File: src/rtl/vtm_pkg.sv
`timescale 1ns/1ps
package vtm_pkg;
    localparam int CW     = 12;
    localparam int BYTE_W = 8;
    localparam int NVAL   = 6;
    localparam int NBYTE  = 2 * NVAL;
    localparam int SELW   = 4;
    localparam int NEDGE  = 2;

    typedef logic [CW-1:0] cnt_t;
    localparam cnt_t CNT_MAX = '1;
    localparam cnt_t CNT_ONE = cnt_t'(1);

    typedef struct packed {
        cnt_t back;
        cnt_t active;
        cnt_t front;
    } span_t;

    function automatic cnt_t sat_inc(input cnt_t v);
        return (v == CNT_MAX) ? v : v + CNT_ONE;
    endfunction

    function automatic span_t make_span(input logic hit, input cnt_t first,
                                        input cnt_t last, input cnt_t total);
        span_t s;
        logic [CW:0] w;
        s = '0;
        if (!hit) begin
            s.front = total;
        end else begin
            s.back   = first;
            w        = {1'b0, last} - {1'b0, first} + {{CW{1'b0}}, 1'b1};
            s.active = w[CW] ? CNT_MAX : w[CW-1:0];
            s.front  = (total > last) ? (total - last - CNT_ONE) : '0;
        end
        return s;
    endfunction
endpackage

File: src/rtl/vtm_edge.sv
`timescale 1ns/1ps
module vtm_edge #(
    parameter int N = 2
) (
    input  logic         clk,
    input  logic         rst,
    input  logic [N-1:0] level_i,
    output logic [N-1:0] rise_o
);
    logic [N-1:0] prev_q;

    always_ff @(posedge clk) begin
        if (rst) prev_q <= '0;
        else     prev_q <= level_i;
    end

    assign rise_o = level_i & ~prev_q;

    // a level held high cannot raise a second start
    p_rise_spaced_r2: assert property (@(posedge clk) disable iff (rst)
        (rise_o & $past(rise_o)) == '0);
endmodule

File: src/rtl/vtm_span.sv
`timescale 1ns/1ps
module vtm_span
    import vtm_pkg::*;
#(
    parameter bit HOLD_IDLE = 1'b0
) (
    input  logic  clk,
    input  logic  rst,
    input  logic  tick,
    input  logic  hit,
    input  logic  restart,
    output span_t res_o,
    output logic  run_hit_o,
    output logic  done_o
);
    cnt_t idx_q, first_q, last_q, tot_q;
    logic seen_q, armed_q, hit_q;
    cnt_t cnt_n, first_n, last_n;
    logic seen_n, keep_ok, upd;

    always_comb begin
        cnt_n   = idx_q;
        first_n = first_q;
        last_n  = last_q;
        seen_n  = seen_q;
        if (tick) begin
            cnt_n = sat_inc(idx_q);
            if (hit) begin
                if (!seen_q) first_n = idx_q;
                last_n = idx_q;
                seen_n = 1'b1;
            end
        end
    end

    generate
        if (HOLD_IDLE) begin : g_keep_active
            assign keep_ok = seen_n;
        end else begin : g_keep_all
            assign keep_ok = 1'b1;
        end
    endgenerate

    assign upd       = restart && armed_q && keep_ok;
    assign run_hit_o = seen_n;

    always_ff @(posedge clk) begin
        if (rst) begin
            idx_q   <= '0;
            first_q <= '0;
            last_q  <= '0;
            tot_q   <= '0;
            seen_q  <= 1'b0;
            armed_q <= 1'b0;
            hit_q   <= 1'b0;
            res_o   <= '0;
            done_o  <= 1'b0;
        end else begin
            done_o <= upd;
            if (upd) begin
                res_o <= make_span(seen_n, first_n, last_n, cnt_n);
                tot_q <= cnt_n;
                hit_q <= seen_n;
            end
            if (restart) begin
                idx_q   <= '0;
                seen_q  <= 1'b0;
                armed_q <= 1'b1;
            end else begin
                idx_q   <= cnt_n;
                first_q <= first_n;
                last_q  <= last_n;
                seen_q  <= seen_n;
            end
        end
    end

    // recorded first active unit never lies after the last one
    p_first_le_last_r3: assert property (@(posedge clk) disable iff (rst)
        seen_q |-> first_q <= last_q);

    // a saturated count stays put until the next start
    p_count_sat_r9: assert property (@(posedge clk) disable iff (rst)
        (idx_q == CNT_MAX && !restart) |=> idx_q == CNT_MAX);

    // the three parts add up to the unit total below saturation
    p_parts_sum_r4: assert property (@(posedge clk) disable iff (rst)
        (done_o && hit_q && tot_q != CNT_MAX) |->
        (int'(res_o.back) + int'(res_o.active) + int'(res_o.front)) == int'(tot_q));
endmodule

File: src/rtl/vtm_bank.sv
`timescale 1ns/1ps
module vtm_bank
    import vtm_pkg::*;
(
    input  logic              clk,
    input  logic              rst,
    input  logic              publish_i,
    input  span_t             h_i,
    input  span_t             v_i,
    input  logic [SELW-1:0]   sel_i,
    output logic [BYTE_W-1:0] data_o
);
    span_t h_q, v_q;
    cnt_t  vals [NVAL];
    cnt_t  pick;

    always_ff @(posedge clk) begin
        if (rst) begin
            h_q <= '0;
            v_q <= '0;
        end else if (publish_i) begin
            h_q <= h_i;
            v_q <= v_i;
        end
    end

    always_comb begin
        vals[0] = h_q.back;
        vals[1] = h_q.active;
        vals[2] = h_q.front;
        vals[3] = v_q.back;
        vals[4] = v_q.active;
        vals[5] = v_q.front;
    end

    always_comb begin
        pick   = '0;
        data_o = '0;
        for (int k = 0; k < NVAL; k++) begin
            if ((int'(sel_i) >> 1) == k) pick = vals[k];
        end
        if (int'(sel_i) < NBYTE) begin
            data_o = sel_i[0] ? {{(2*BYTE_W-CW){1'b0}}, pick[CW-1:BYTE_W]}
                              : pick[BYTE_W-1:0];
        end
    end
endmodule

File: src/rtl/vtm_measure.sv
`timescale 1ns/1ps
module vtm_measure
    import vtm_pkg::*;
(
    input  logic              clk,
    input  logic              rst,
    input  logic              h_flyback_i,
    input  logic              v_flyback_i,
    input  logic              video_active_i,
    input  logic [SELW-1:0]   rd_addr_i,
    output logic [BYTE_W-1:0] rd_data_o
);
    logic [NEDGE-1:0] rise;
    logic             h_rise, v_rise;
    span_t            h_res, v_res;
    logic             h_line_hit, h_done;
    logic             v_unused_hit, v_done;

    vtm_edge #(.N(NEDGE)) edge_i (
        .clk     (clk),
        .rst     (rst),
        .level_i ({v_flyback_i, h_flyback_i}),
        .rise_o  (rise)
    );
    assign h_rise = rise[0];
    assign v_rise = rise[1];

    vtm_span #(.HOLD_IDLE(1'b1)) hspan_i (
        .clk       (clk),
        .rst       (rst),
        .tick      (1'b1),
        .hit       (video_active_i),
        .restart   (h_rise),
        .res_o     (h_res),
        .run_hit_o (h_line_hit),
        .done_o    (h_done)
    );

    vtm_span #(.HOLD_IDLE(1'b0)) vspan_i (
        .clk       (clk),
        .rst       (rst),
        .tick      (h_rise),
        .hit       (h_line_hit),
        .restart   (v_rise),
        .res_o     (v_res),
        .run_hit_o (v_unused_hit),
        .done_o    (v_done)
    );

    vtm_bank bank_i (
        .clk       (clk),
        .rst       (rst),
        .publish_i (v_done),
        .h_i       (h_res),
        .v_i       (v_res),
        .sel_i     (rd_addr_i),
        .data_o    (rd_data_o)
    );

    // a frame result is handed over only right after a vertical edge
    p_publish_on_frame_r8: assert property (@(posedge clk) disable iff (rst)
        v_done |-> $past(v_rise));

    // horizontal result completion implies a line edge just occurred
    p_line_done_edge_r6: assert property (@(posedge clk) disable iff (rst)
        h_done |-> $past(h_rise));
endmodule

File: config.mk
export PLATFORM = sky130hd
export DESIGN_NAME = vtm_measure
export DESIGN_NICKNAME = d
export VERILOG_FILES = /design/src/rtl/vtm_pkg.sv /design/src/rtl/vtm_edge.sv /design/src/rtl/vtm_span.sv /design/src/rtl/vtm_bank.sv /design/src/rtl/vtm_measure.sv
export SDC_FILE = /design/constraint.sdc
export NUM_CORES = 1
export LEC_CHECK = 0
export CORE_MARGIN = 3
export CORE_UTILIZATION = 30
export DETAILED_ROUTE_END_ITERATION = 12
export SLEW_MARGIN = 40
export SYNTH_ARGS = -nofsm -noshare
export SYNTH_HDL_FRONTEND = slang
export SYNTH_SLANG_ARGS = --single-unit
File: constraint.sdc
create_clock -name clk -period 13.35 [get_ports clk]
set_clock_uncertainty 0.05 [all_clocks]
set_input_delay 1.335 -clock clk [delete_from_list [all_inputs] [get_ports clk]]
set_output_delay 1.335 -clock clk [all_outputs]
set_load 0.02 [all_outputs]
* Word-level counts from Yosys, hierarchy flattened
Cells that the tools add are included.
Storage, ports and cells: bits in registers 223, bits of input ports 9
Cells by class: reductions and logical operators 6, order comparisons 3, equality and inequality tests 7, add/sub/neg operators 10, multiplexer cells 30, bitwise operators 2
Operator list (count):
- 12-bit two-way mux | 23
- 24-bit two-way mux | 2
- 32-bit zero test | 1
- 13-bit by 1-bit adder with 13-bit output (second input constant) | 2
- 12-bit by 12-bit subtractor with 13-bit output | 2
- 12-bit by 1-bit adder with 12-bit output (second input constant) | 2
- 12-bit equality test (second input constant) | 2
- 12-bit greater-than comparator | 2
- 12-bit by 1-bit subtractor with 12-bit output (second input constant) | 2
- 12-bit subtractor | 2
- 8-bit two-way mux | 2
- 3-bit equality test (second input constant) | 4
- 4-bit < comparator (second input constant) | 1
- 2-bit OR reduction | 2
- 3-bit by 2-bit equality test with 1-bit output (second input constant) | 1
- 1-bit logical AND | 3
- 1-bit two-way mux | 3
- 2-bit bitwise AND | 1
- 2-bit NOT | 1

* Depth between registers and ports, before layout
Gate-level depths: netlist of run 1.
depth after elaboration 9, depth in mapped cells 19

* Hierarchy
From an unflattened synthesis of run 1, not the netlist that was laid out.
Unflattened totals: cell total of the unflattened synthesis 1370, area, all modules 12124.1 um^2
By module, submodules not included:
- vtm_span at vspan_i | instances 1, seq. area each 1501.4 um^2, area an instance 4433.0 um^2, cells an instance 536
- vtm_span at hspan_i | instances 1, seq. area each 1501.4 um^2, area an instance 4414.2 um^2, cells an instance 509
- vtm_bank | instances 1, seq. area each 1441.4 um^2, area an instance 3203.1 um^2, cells an instance 318
- vtm_edge | instances 1, seq. area each 40.0 um^2, area an instance 70.1 um^2, cells an instance 6
- vtm_measure | instances 1, seq. area each 0.0 um^2, area an instance 3.8 um^2, cells an instance 1

* Worst setup path before layout of run 1
Ideal clock, no wire load.
path type input port to flip-flop, start in video_active_i, end reg hspan_i.res_o[16] (netlist name), path buffers 4, setup slack 7.902 ns, stages on the path 17, required time 13.158 ns, arrival time 5.256 ns, path through buf_2 > buf_2 > nor2b_1 > clkbuf_1 > mux2i_1 > ha_1 > ha_1 > a21o_1 > a21oi_1 > o21ai_0 > a31oi_1 > nor2b_1 > o21a_1 > o41ai_1 > xnor2_1 > clkbuf_1 > a311oi_1
Between the ends: cells in the longest elaborated chain, start to end 5
RTL lines:
- start, declared | line vtm_measure.sv:9 | input logic video_active_i,
- 12-bit two-way mux | line vtm_span.sv:28 | if (hit) begin
- 12-bit by 12-bit subtractor with 13-bit output | line vtm_pkg.sv:33 | w = {1'b0, last} - {1'b0, first} + {{CW{1'b0}}, 1'b1};
- 13-bit by 1-bit adder with 13-bit output | line vtm_pkg.sv:33
- 12-bit two-way mux | line vtm_pkg.sv:34 | s.active = w[CW] ? CNT_MAX : w[CW-1:0];
- 24-bit two-way mux | line vtm_pkg.sv:29 | if (!hit) begin
- end signal, assigned | line vtm_span.sv:61 | res_o <= make_span(seen_n, first_n, last_n, cnt_n);
- end, declared | line vtm_span.sv:12 | output span_t res_o,
Parallel ways exist; a longest one is shown, timed or not. A chain may end at the register's enable or synchronous reset.

* Worst setup path in the final report of run 1
start in h_flyback_i, end reg vspan_i.res_o[23] (netlist name)
Between the ends: cells in the longest elaborated chain, start to end 6
RTL lines:
- start, declared | line vtm_measure.sv:7 | input logic h_flyback_i,
- 2-bit bitwise AND | line vtm_edge.sv:17 | assign rise_o = level_i & ~prev_q;
- 12-bit two-way mux | line vtm_span.sv:26 | if (tick) begin
- named net vspan_i.first_n[1] | line vtm_span.sv:18 | cnt_t cnt_n, first_n, last_n;
- 12-bit by 12-bit subtractor with 13-bit output | line vtm_pkg.sv:33
- 13-bit by 1-bit adder with 13-bit output | line vtm_pkg.sv:33
- 12-bit two-way mux | line vtm_pkg.sv:34
- 24-bit two-way mux | line vtm_pkg.sv:29
- end signal, assigned | line vtm_span.sv:61
- end, declared | line vtm_span.sv:12
The timed path passes the listed nets, and every way through them passes these cells.

==> run summary, run 1 <==
The flow ran to the end, and the final reports show no timing, DRC or antenna violations. The timing-limited maximum frequency came out at 176 MHz. The total of cells resized after clock tree synthesis came out at 0. The average via count per standard cell came out at 5.16. After global routing the overflow that remains totals 0. The finished cells cover 13,400 um^2. The overall global routing resource usage came out at 13.8%.

The final RePlAce weighted congestion is 0.875. The chip width is 207 um. In the final layout, the multi-input gates occupy 7040 um^2. In the final routing, the length of wire on met1 measures 15,600 um.

The top cell type's share of synthesized area came out at 37.0%. After detailed routing, the average wire length per cell comes to 16.0 um. The critical path is of the input pin to flop type. The portion of the post-synthesis area used by sequential elements came out at 37.0%.

The register area came out at 4470 um^2. The number of antenna violations at the first check in global routing is 0. For this run, the detailed router's first-pass iteration total came to 5.

In this run the number of H-tree levels came out at 1. The clock-pin slew on the worst setup and hold paths is 0.06 ns. The number of remaining DRC errors came out at 0. The number of rows created at floorplan is 72.

The buffer count from post-CTS setup fixing came out at 0. Compared with the post-synthesis result, the final layout area differs by 10.7%. The setup violation total in the final timing report is 0.

The final worst slack came out at 7.66 ns. The share of layout cells above drive strength 1 is 7.12%. In this run the worst hold path is classified as flop to flop. The synthesized area per cell came out at 8.83 um^2.

The wire length reported by the detailed router is 29,900 um. The die outline area came out at 42,700 um^2. TritonCTS built the clock tree. The wire length on met3 is 1320 um. In this run, CTS created clock tree buffers numbering 24. The relative max-transition margin is 47.5%. In this run the vertical extent of the chip is 207 um. The number of max-cap violations is 0. The unique cell type count in the Yosys netlist came out at 78. The final total negative setup slack is 0 ns. The pin count of the biggest net entering global routing came out at 102. Setup repair after global routing left no endpoint under its margin. After technology mapping, the gate count stands at 1,366.

The placement-stage worst setup slack came out at 7.10 ns. The number of routed nets with antenna violations came out at 0. Signal routing reaches up to met4. The clock latency at the later pin of the worst-skew pair is 0.53 ns. The cell type with the highest aggregate area in the netlist is sky130_fd_sc_hd__dfxtp_1. During synthesis, Yosys emitted a total of 0 warnings. The predominant post-synthesis flop cell is sky130_fd_sc_hd__dfxtp_1. The total number of clock tree sinks came out at 223. The count of state elements after synthesis is 223. The global-route wire length before repair came out at 48,600 um. CTS placed an instance of sky130_fd_sc_hd__clkbuf_16 at the clock tree root. The number of slew-limit violations in the final report is 0.

The time the final worst path needs with I/O delays and setup is 5.69 ns. The first routing iteration left 648 violations. After the last flow step, the layout net total stands at 1,416. The hold violation count in the final report is 0. The cell leakage power came out at 5.23 nW. The number of nets in the synthesized netlist is 1,450. The port buffer count came out at 16. The number of enable-type register cells in the synthesized netlist came out at 0.

Once placement finished, the instance area stood at 12,600 um^2. The maximum ir drop on the vdd rail is 0.0683 mV. The number of global-route vias before repair is 8,948. The detailed placement HPWL is 21,400 um.

For this configuration, the core starts out at a cell density of 30.8%. The worst setup path is captured at a flop. The placeable core area is 39,200 um^2.

The worst setup path is launched from an input pin. For the pin with the worst max-slew slack, the measured transition is 0.787 ns. The async set or reset register ratio after synthesis is 0%. Along the worst path, the maximum fanout reaches 55. In this run the deepest clock path goes through 3 buffers. The post-synthesis cell area is 12,100 um^2. The routed design uses 12,400 um of met2 wire. The number of hold-repair buffers added at the cts stage came out at 0. Data on the critical path arrives at its endpoint at 6.04 ns. The power per cell area came out at 120 nW/um^2. The number of filler instances in the final layout is 4,008. For this run, the share of the core covered by cells in the final layout is 34.1%. The worst path required time came out at 13.70 ns. After synthesis, the cell types taking the most area are sky130_fd_sc_hd__dfxtp_1 37%, sky130_fd_sc_hd__mux2i_1 12%, sky130_fd_sc_hd__nor2_1 8.3%.

The count of pins on the block boundary is 17. The via count came out at 9,635. The share of the cycle needed by the critical path after routing came out at 42.6%.
## where the power goes
part / leakage [nW] / total, mW / internal [mW] / switching (mW)
sequential: 1.81 / 0.699 / 0.686 / 0.0131
clock: 0.377 / 0.645 / 0.367 / 0.278
combinational: 3.04 / 0.263 / 0.108 / 0.156
## worst max-delay path, cell delays in order
cell,delay (ns)
sky130_fd_sc_hd__clkdlybuf4s50_1,0.53
sky130_fd_sc_hd__nand2b_4,0.34
sky130_fd_sc_hd__nor3_4,0.76
sky130_fd_sc_hd__mux2_2,0.44
sky130_fd_sc_hd__ha_1,0.28
sky130_fd_sc_hd__inv_1,0.05
sky130_fd_sc_hd__ha_1,0.21
sky130_fd_sc_hd__fa_1,0.40
sky130_fd_sc_hd__a21o_1,0.18
sky130_fd_sc_hd__a21oi_1,0.22
sky130_fd_sc_hd__o21ai_0,0.15
sky130_fd_sc_hd__nand2_1,0.09
sky130_fd_sc_hd__a21oi_1,0.07
sky130_fd_sc_hd__a41o_1,0.27
sky130_fd_sc_hd__o41ai_1,0.43
sky130_fd_sc_hd__a221o_1,0.18
sky130_fd_sc_hd__o211ai_1,0.08
## Yosys cell counts, drive strengths merged (3+ instances only)
cell,count
a211oi,64
a21o,16
a21oi,78
a221o,12
a221oi,10
a22oi,9
a311oi,15
a31o,3
a31oi,8
a41oi,3
and2,9
and3,13
and4,6
buf,19
clkbuf,68
dfxtp,223
fa,4
ha,71
inv,51
mux2,5
mux2i,140
mux4,5
nand2,41
nand2b,11
nand3,21
nand3b,3
nand4,10
nor2,270
nor2b,16
nor3,24
nor3b,6
o211ai,7
o21a,4
o21ai,32
o21bai,5
o221ai,3
o31ai,3
or2,4
xnor2,31
xor2,20
## layout by cell type (no fill, tap or decap), types with 4 or more instances in the layout
cell                                n
sky130_fd_sc_hd__nor2_1           268
sky130_fd_sc_hd__dfxtp_1          222
sky130_fd_sc_hd__mux2i_1          140
sky130_fd_sc_hd__a21oi_1           77
sky130_fd_sc_hd__ha_1              71
sky130_fd_sc_hd__a211oi_1          63
sky130_fd_sc_hd__inv_1             51
sky130_fd_sc_hd__nand2_1           41
sky130_fd_sc_hd__o21ai_0           30
sky130_fd_sc_hd__xnor2_1           30
sky130_fd_sc_hd__clkbuf_16         24
sky130_fd_sc_hd__nor3_1            22
sky130_fd_sc_hd__nand3_1           21
sky130_fd_sc_hd__xor2_1            20
sky130_fd_sc_hd__nor2b_1           16
sky130_fd_sc_hd__a21o_1            16
sky130_fd_sc_hd__a311oi_1          14
sky130_fd_sc_hd__clkdlybuf4s50_1   14
sky130_fd_sc_hd__a221o_1           12
sky130_fd_sc_hd__and3_1            10
sky130_fd_sc_hd__nand4_1            9
sky130_fd_sc_hd__nand2b_1           9
sky130_fd_sc_hd__a221oi_1           9
sky130_fd_sc_hd__a22oi_1            9
sky130_fd_sc_hd__clkinv_2           9
sky130_fd_sc_hd__buf_4              9
sky130_fd_sc_hd__a31oi_1            8
sky130_fd_sc_hd__and2_1             7
sky130_fd_sc_hd__o211ai_1           7
sky130_fd_sc_hd__nor3b_1            6
sky130_fd_sc_hd__mux2_2             5
sky130_fd_sc_hd__and4_1             5
sky130_fd_sc_hd__mux4_2             5
sky130_fd_sc_hd__o21bai_1           5
sky130_fd_sc_hd__or2_2              4
sky130_fd_sc_hd__o21a_1             4
sky130_fd_sc_hd__fa_1               4
## final cells by class
class	count	share of cell area (%)
well taps	518	4.85
flip-flops and latches	223	33.4
diodes	1	0.0187
multi-input cells	1005	52.7
inverters	51	1.43
clock buffers	30	4.89
clock inverters	13	0.796
repair buffers	27	1.84
## cell families (layout without fill, tap and decap cells)
logic type               Yosys count  count (layout)  share of synthesized area [%]
other                              0               1                              0
AND/OR/NAND/NOR                  440             440                           16.5
AO/OA/AOI/OAI                    289             289                           16.8
buffers and inverters            138             121                           4.90
XOR/XNOR                          51              51                           3.70
adder cells (fa/ha/maj)           75              75                           8.03
flip-flops                       223             223                           37.0
multiplexers                     150             150                           13.0
## routing by layer
metal	vias to the layer above	GRT usage, %
met4	0	3.30
met5	-	0
met2	195	20.5
met1	4604	21.2
li1	4808	-
met3	28	1.77
## path summary, 6_finish.rpt
kind	to	startpoint	slack (ns)	cells after the start
worst max-delay path	vspan_i.res_o[23]	h_flyback_i	7.66	17
worst min-delay path	vspan_i.res_o[25]	vspan_i.res_o[25]	0.41	2
worst max register to register	vspan_i.res_o[23]	edge_i.prev_q[0]	8.64	16
worst min register to register	vspan_i.res_o[25]	vspan_i.res_o[25]	0.41	2
## flip-flops by register name, summed over array words and instances (netlist names)
register and count:
bank_i.h_q 36, bank_i.v_q 36, edge_i.prev_q 2, hspan_i.armed_q 1, hspan_i.first_q 12, hspan_i.idx_q 12
hspan_i.last_q 12, hspan_i.res_o 36, hspan_i.seen_q 1, vspan_i.armed_q 1, vspan_i.done_o 1, vspan_i.first_q 12
vspan_i.idx_q 12, vspan_i.last_q 12, vspan_i.res_o 36, vspan_i.seen_q 1
## per-stage QoR
stage	total power [mW]	hold WS, ns	instances
final	1.61	0.405	1868
after CTS	1.62	0.406	1867
after detailed placement	0.975	0.398	1824
after global placement	0.969	0.392	1824
after floorplan	0.918	0.382	1366
after global routing	1.68	0.434	1867
Note: power is estimated with default switching activity, not from simulation.
==> run 2, diff against run 1 <==
==> constraint.sdc (replaced) <==
create_clock -name clk -period 4.8 [get_ports clk]
set_clock_uncertainty 0.05 [all_clocks]
set_input_delay 0.48 -clock clk [delete_from_list [all_inputs] [get_ports clk]]
set_output_delay 0.48 -clock clk [all_outputs]
set_load 0.02 [all_outputs]
==> run 2 against run 1 <==
Sequential cell count unchanged. Critical path depth down 3. Global-route usage grew 0.49 points. Largest power group unchanged. Via count is 0.49% lower. Utilization grew 0.66 points. Cell count up 1.6%. Power rose to 2.9 times the previous value. Final area is 1.9% higher. Die area is the same. Worst setup slack worse by 7.1 ns. Critical endpoint is now hspan_i.res_o[23].
==> run summary, run 2 (synthesized netlist as in run 1, its figures left out) <==
The run finished with clean final reports. The critical path data arrival time is 4.59 ns. The critical path goes through clkdlybuf4s50_1 -> nor2b_1 -> buf_4 -> mux2i_1 -> ha_1 -> ha_1 -> a21oi_1 -> o21ai_0 -> a31oi_1 -> nor2b_1 -> o21a_1 -> o41ai_1 -> xnor2_2 -> a311oi_1. The number of cell instances on the worst register-to-register path came out at 16. The clock passes through at most 3 buffers. The pin count of the biggest net entering global routing came out at 75. In this run the most critical hold path is launched from rst. The worst path required time is 5.18 ns.

The number of buffer and inverter stages on the critical path is 2. Setup repair after global routing left no endpoint under its margin. VDD sags by at most 0.278 mV.

The launching element type of the critical path is an input pin. The post-layout utilization of the core is 34.8%. The time the final worst path needs with I/O delays and setup came out at 4.21 ns. The critical path in this run is classified as input pin to flop.

The final worst slack came out at 0.592 ns. The startpoint of the lowest-slack register-to-register path is hspan_i.idx_q[0]. The clock latency at the later pin of the worst-skew pair came out at 0.52 ns. Clock-pin slew was measured on the worst setup and hold paths at 0.06 ns. The library cells used most frequently in the layout, excluding fill and tap cells, are 268 x sky130_fd_sc_hd__nor2_1, 222 x sky130_fd_sc_hd__dfxtp_1, 140 x sky130_fd_sc_hd__mux2i_1, 77 x sky130_fd_sc_hd__a21oi_1, 71 x sky130_fd_sc_hd__ha_1.

The timing-limited maximum frequency came out at 238 MHz. Routability-driven placement finished with a final weighted congestion of 0.811. The average via count per standard cell came out at 5.05.

The total number of clock tree sinks is 223. Before antenna repair, the detailed router went through 5 iterations. The cell total after placement came out at 1,853.

The detail-routed net length per standard cell is 16.2 um. The relative max-transition margin is 47.7%. The via count is 9,588. The instance count along the most critical hold path is 2. The placement-stage worst setup slack came out at 0.0505 ns. The TritonCTS clock tree is built.

The overall power is 4.61 mW. The number of slew-limit violations in the final report came to 0. Leaving out fill and tap cells, the most frequent cell in the layout is sky130_fd_sc_hd__nor2_1.

The port buffer count came out at 16. The largest incremental delay on the critical path came out at 0.56 ns. The post-layout net count is 1,446.

In this run the core area contains 72 standard-cell rows. The hold violation count in the final report is 0. The area overhead of the layout relative to synthesis came out at 12.9%. The number of remaining DRC errors is 0.

For this design the static power due to leakage is 5.38 nW. The overall die height came out at 207 um. The number of filler instances in the final layout is 3,975. The total of cells resized after clock tree synthesis is 0. The wire length reported by the detailed router is 30,700 um. The largest fanout of any net on the critical path is 12. The endpoint identified for the worst register-to-register timing path is hspan_i.res_o[11]. The number of antenna violations at the first check in global routing came out at 0. At the pin with the least slew margin, the transition time is 0.784 ns. CTS built an H-tree with a depth of 1. The number of antenna diodes in the final layout is 0. The initial standard-cell utilization of the core is 30.8%.

The overall global routing resource usage came out at 14.3%. The number of buffers inserted during clock tree synthesis is 25. The count of pins on the block boundary came out at 17. The setup violation total in the final timing report came out at 0.

Hold repair after CTS inserted 0 buffers. The global-route wire length before repair is 50,000 um. The number of max-cap violations is 0.

The type of the most critical hold path is input pin to flop. The buffer count from post-CTS setup fixing came out at 0. The number of global-route vias before repair was 9,396. The placeable core area came out at 39,200 um^2.

The share of the cycle needed by the critical path after routing is 87.7%. The critical path starts at video_active_i. The register-to-register setup slack came out at 0.63 ns. The post-route non-filler standard cell count is 1,898. The family with the most delay on the worst path is compound AO/OA/AOI/OAI gates. The total congestion overflow after global routing came out at 0. The power per cell area is 339 nW/um^2. Of the cells placed in the final design, the portion with a size suffix greater than 1 is 9.06%. The path with the worst hold slack has its endpoint at edge_i.prev_q[1]. The cell sitting at the root of the clock tree is a sky130_fd_sc_hd__clkbuf_16.

The number of design-rule violations left by the first detailed-router iteration is 649. The chip width is 207 um. The detailed placement HPWL is 22,400 um.

The number of routed nets with antenna violations came out at 0. The die covers 42,700 um^2. The final total negative setup slack came out at 0 ns.

STA classifies the critical path endpoint as a flop. The worst-path cell with the longest stage delay is sky130_fd_sc_hd__clkdlybuf4s50_1.
[run 2: changes by cell type in the layout (fill, tap and decap cells not counted), moves of 2 or more]
cell,change
sky130_fd_sc_hd__buf_6,-2
sky130_fd_sc_hd__clkinv_2,-4
sky130_fd_sc_hd__clkbuf_8,-2
sky130_fd_sc_hd__clkinv_4,+2
sky130_fd_sc_hd__bufinv_16,+2
sky130_fd_sc_hd__clkbuf_1,+2
sky130_fd_sc_hd__buf_4,+31
[run 2: area by class of cell]
type / instances / area [um^2] / area share, %
well taps: 518 / 648 / 4.76
clock inverters: 14 / 164 / 1.20
repair buffers: 56 / 462 / 3.39
inverters: 51 / 191 / 1.41
clock buffers: 31 / 658 / 4.83
multi-input cells: 1005 / 7030 / 51.6
flip-flops and latches: 223 / 4470 / 32.8
[run 2: worst max-delay path by stage]
stage | cells after the start | slack [ns] | endpoint
2_1_floorplan | 17 | 0.21 | hspan_i.res_o[16]
3_3_place_gp | 14 | 0.18 | hspan_i.res_o[15]
3_5_place_dp | 14 | 0.05 | hspan_i.res_o[16]
4_1_cts | 14 | 0.61 | hspan_i.res_o[16]
5_1_grt | 16 | 0.27 | hspan_i.res_o[11]
6_report | 14 | 0.59 | hspan_i.res_o[23]
[run 2: routing by layer]
layer	part of all wire (%)	vias to the layer above	track usage (%)
met5	0	-	0
met4	1.8	0	3.68
met3	4.1	41	1.82
met2	43	144	22.3
met1	51	4537	21.0
li1	-	4866	-
[run 2: metrics by stage]
step,instance area (um^2),hold slack (ns)
6_report,13600,0.371
3_5_place_dp,12800,0.393
2_1_floorplan,12100,0.382
3_3_place_gp,12800,0.393
5_1_grt,13600,0.385
4_1_cts,13600,0.365
[run 2: worst reg2reg max path, stage by stage (launching register included)]
cell	delay (ns)
sky130_fd_sc_hd__dfxtp_1	0.47
sky130_fd_sc_hd__ha_1	0.23
sky130_fd_sc_hd__and2_1	0.21
sky130_fd_sc_hd__nand2_1	0.09
sky130_fd_sc_hd__nor2_1	0.19
sky130_fd_sc_hd__nand2_1	0.26
sky130_fd_sc_hd__mux2_2	0.39
sky130_fd_sc_hd__ha_1	0.33
sky130_fd_sc_hd__a21oi_1	0.22
sky130_fd_sc_hd__nor2_1	0.07
sky130_fd_sc_hd__o311a_1	0.33
sky130_fd_sc_hd__a31oi_1	0.22
sky130_fd_sc_hd__a311oi_1	0.13
sky130_fd_sc_hd__o21ai_1	0.26
sky130_fd_sc_hd__mux2_2	0.37
sky130_fd_sc_hd__a32oi_1	0.17
sky130_fd_sc_hd__nor2_1	0.06
[run 2: report_power, final]
part / internal [mW] / total, mW / leakage [nW] / switching [mW]
clock network: 1.14 / 1.91 / 0.396 / 0.773
registers: 1.91 / 1.95 / 1.81 / 0.0415
logic: 0.315 / 0.754 / 3.17 / 0.439
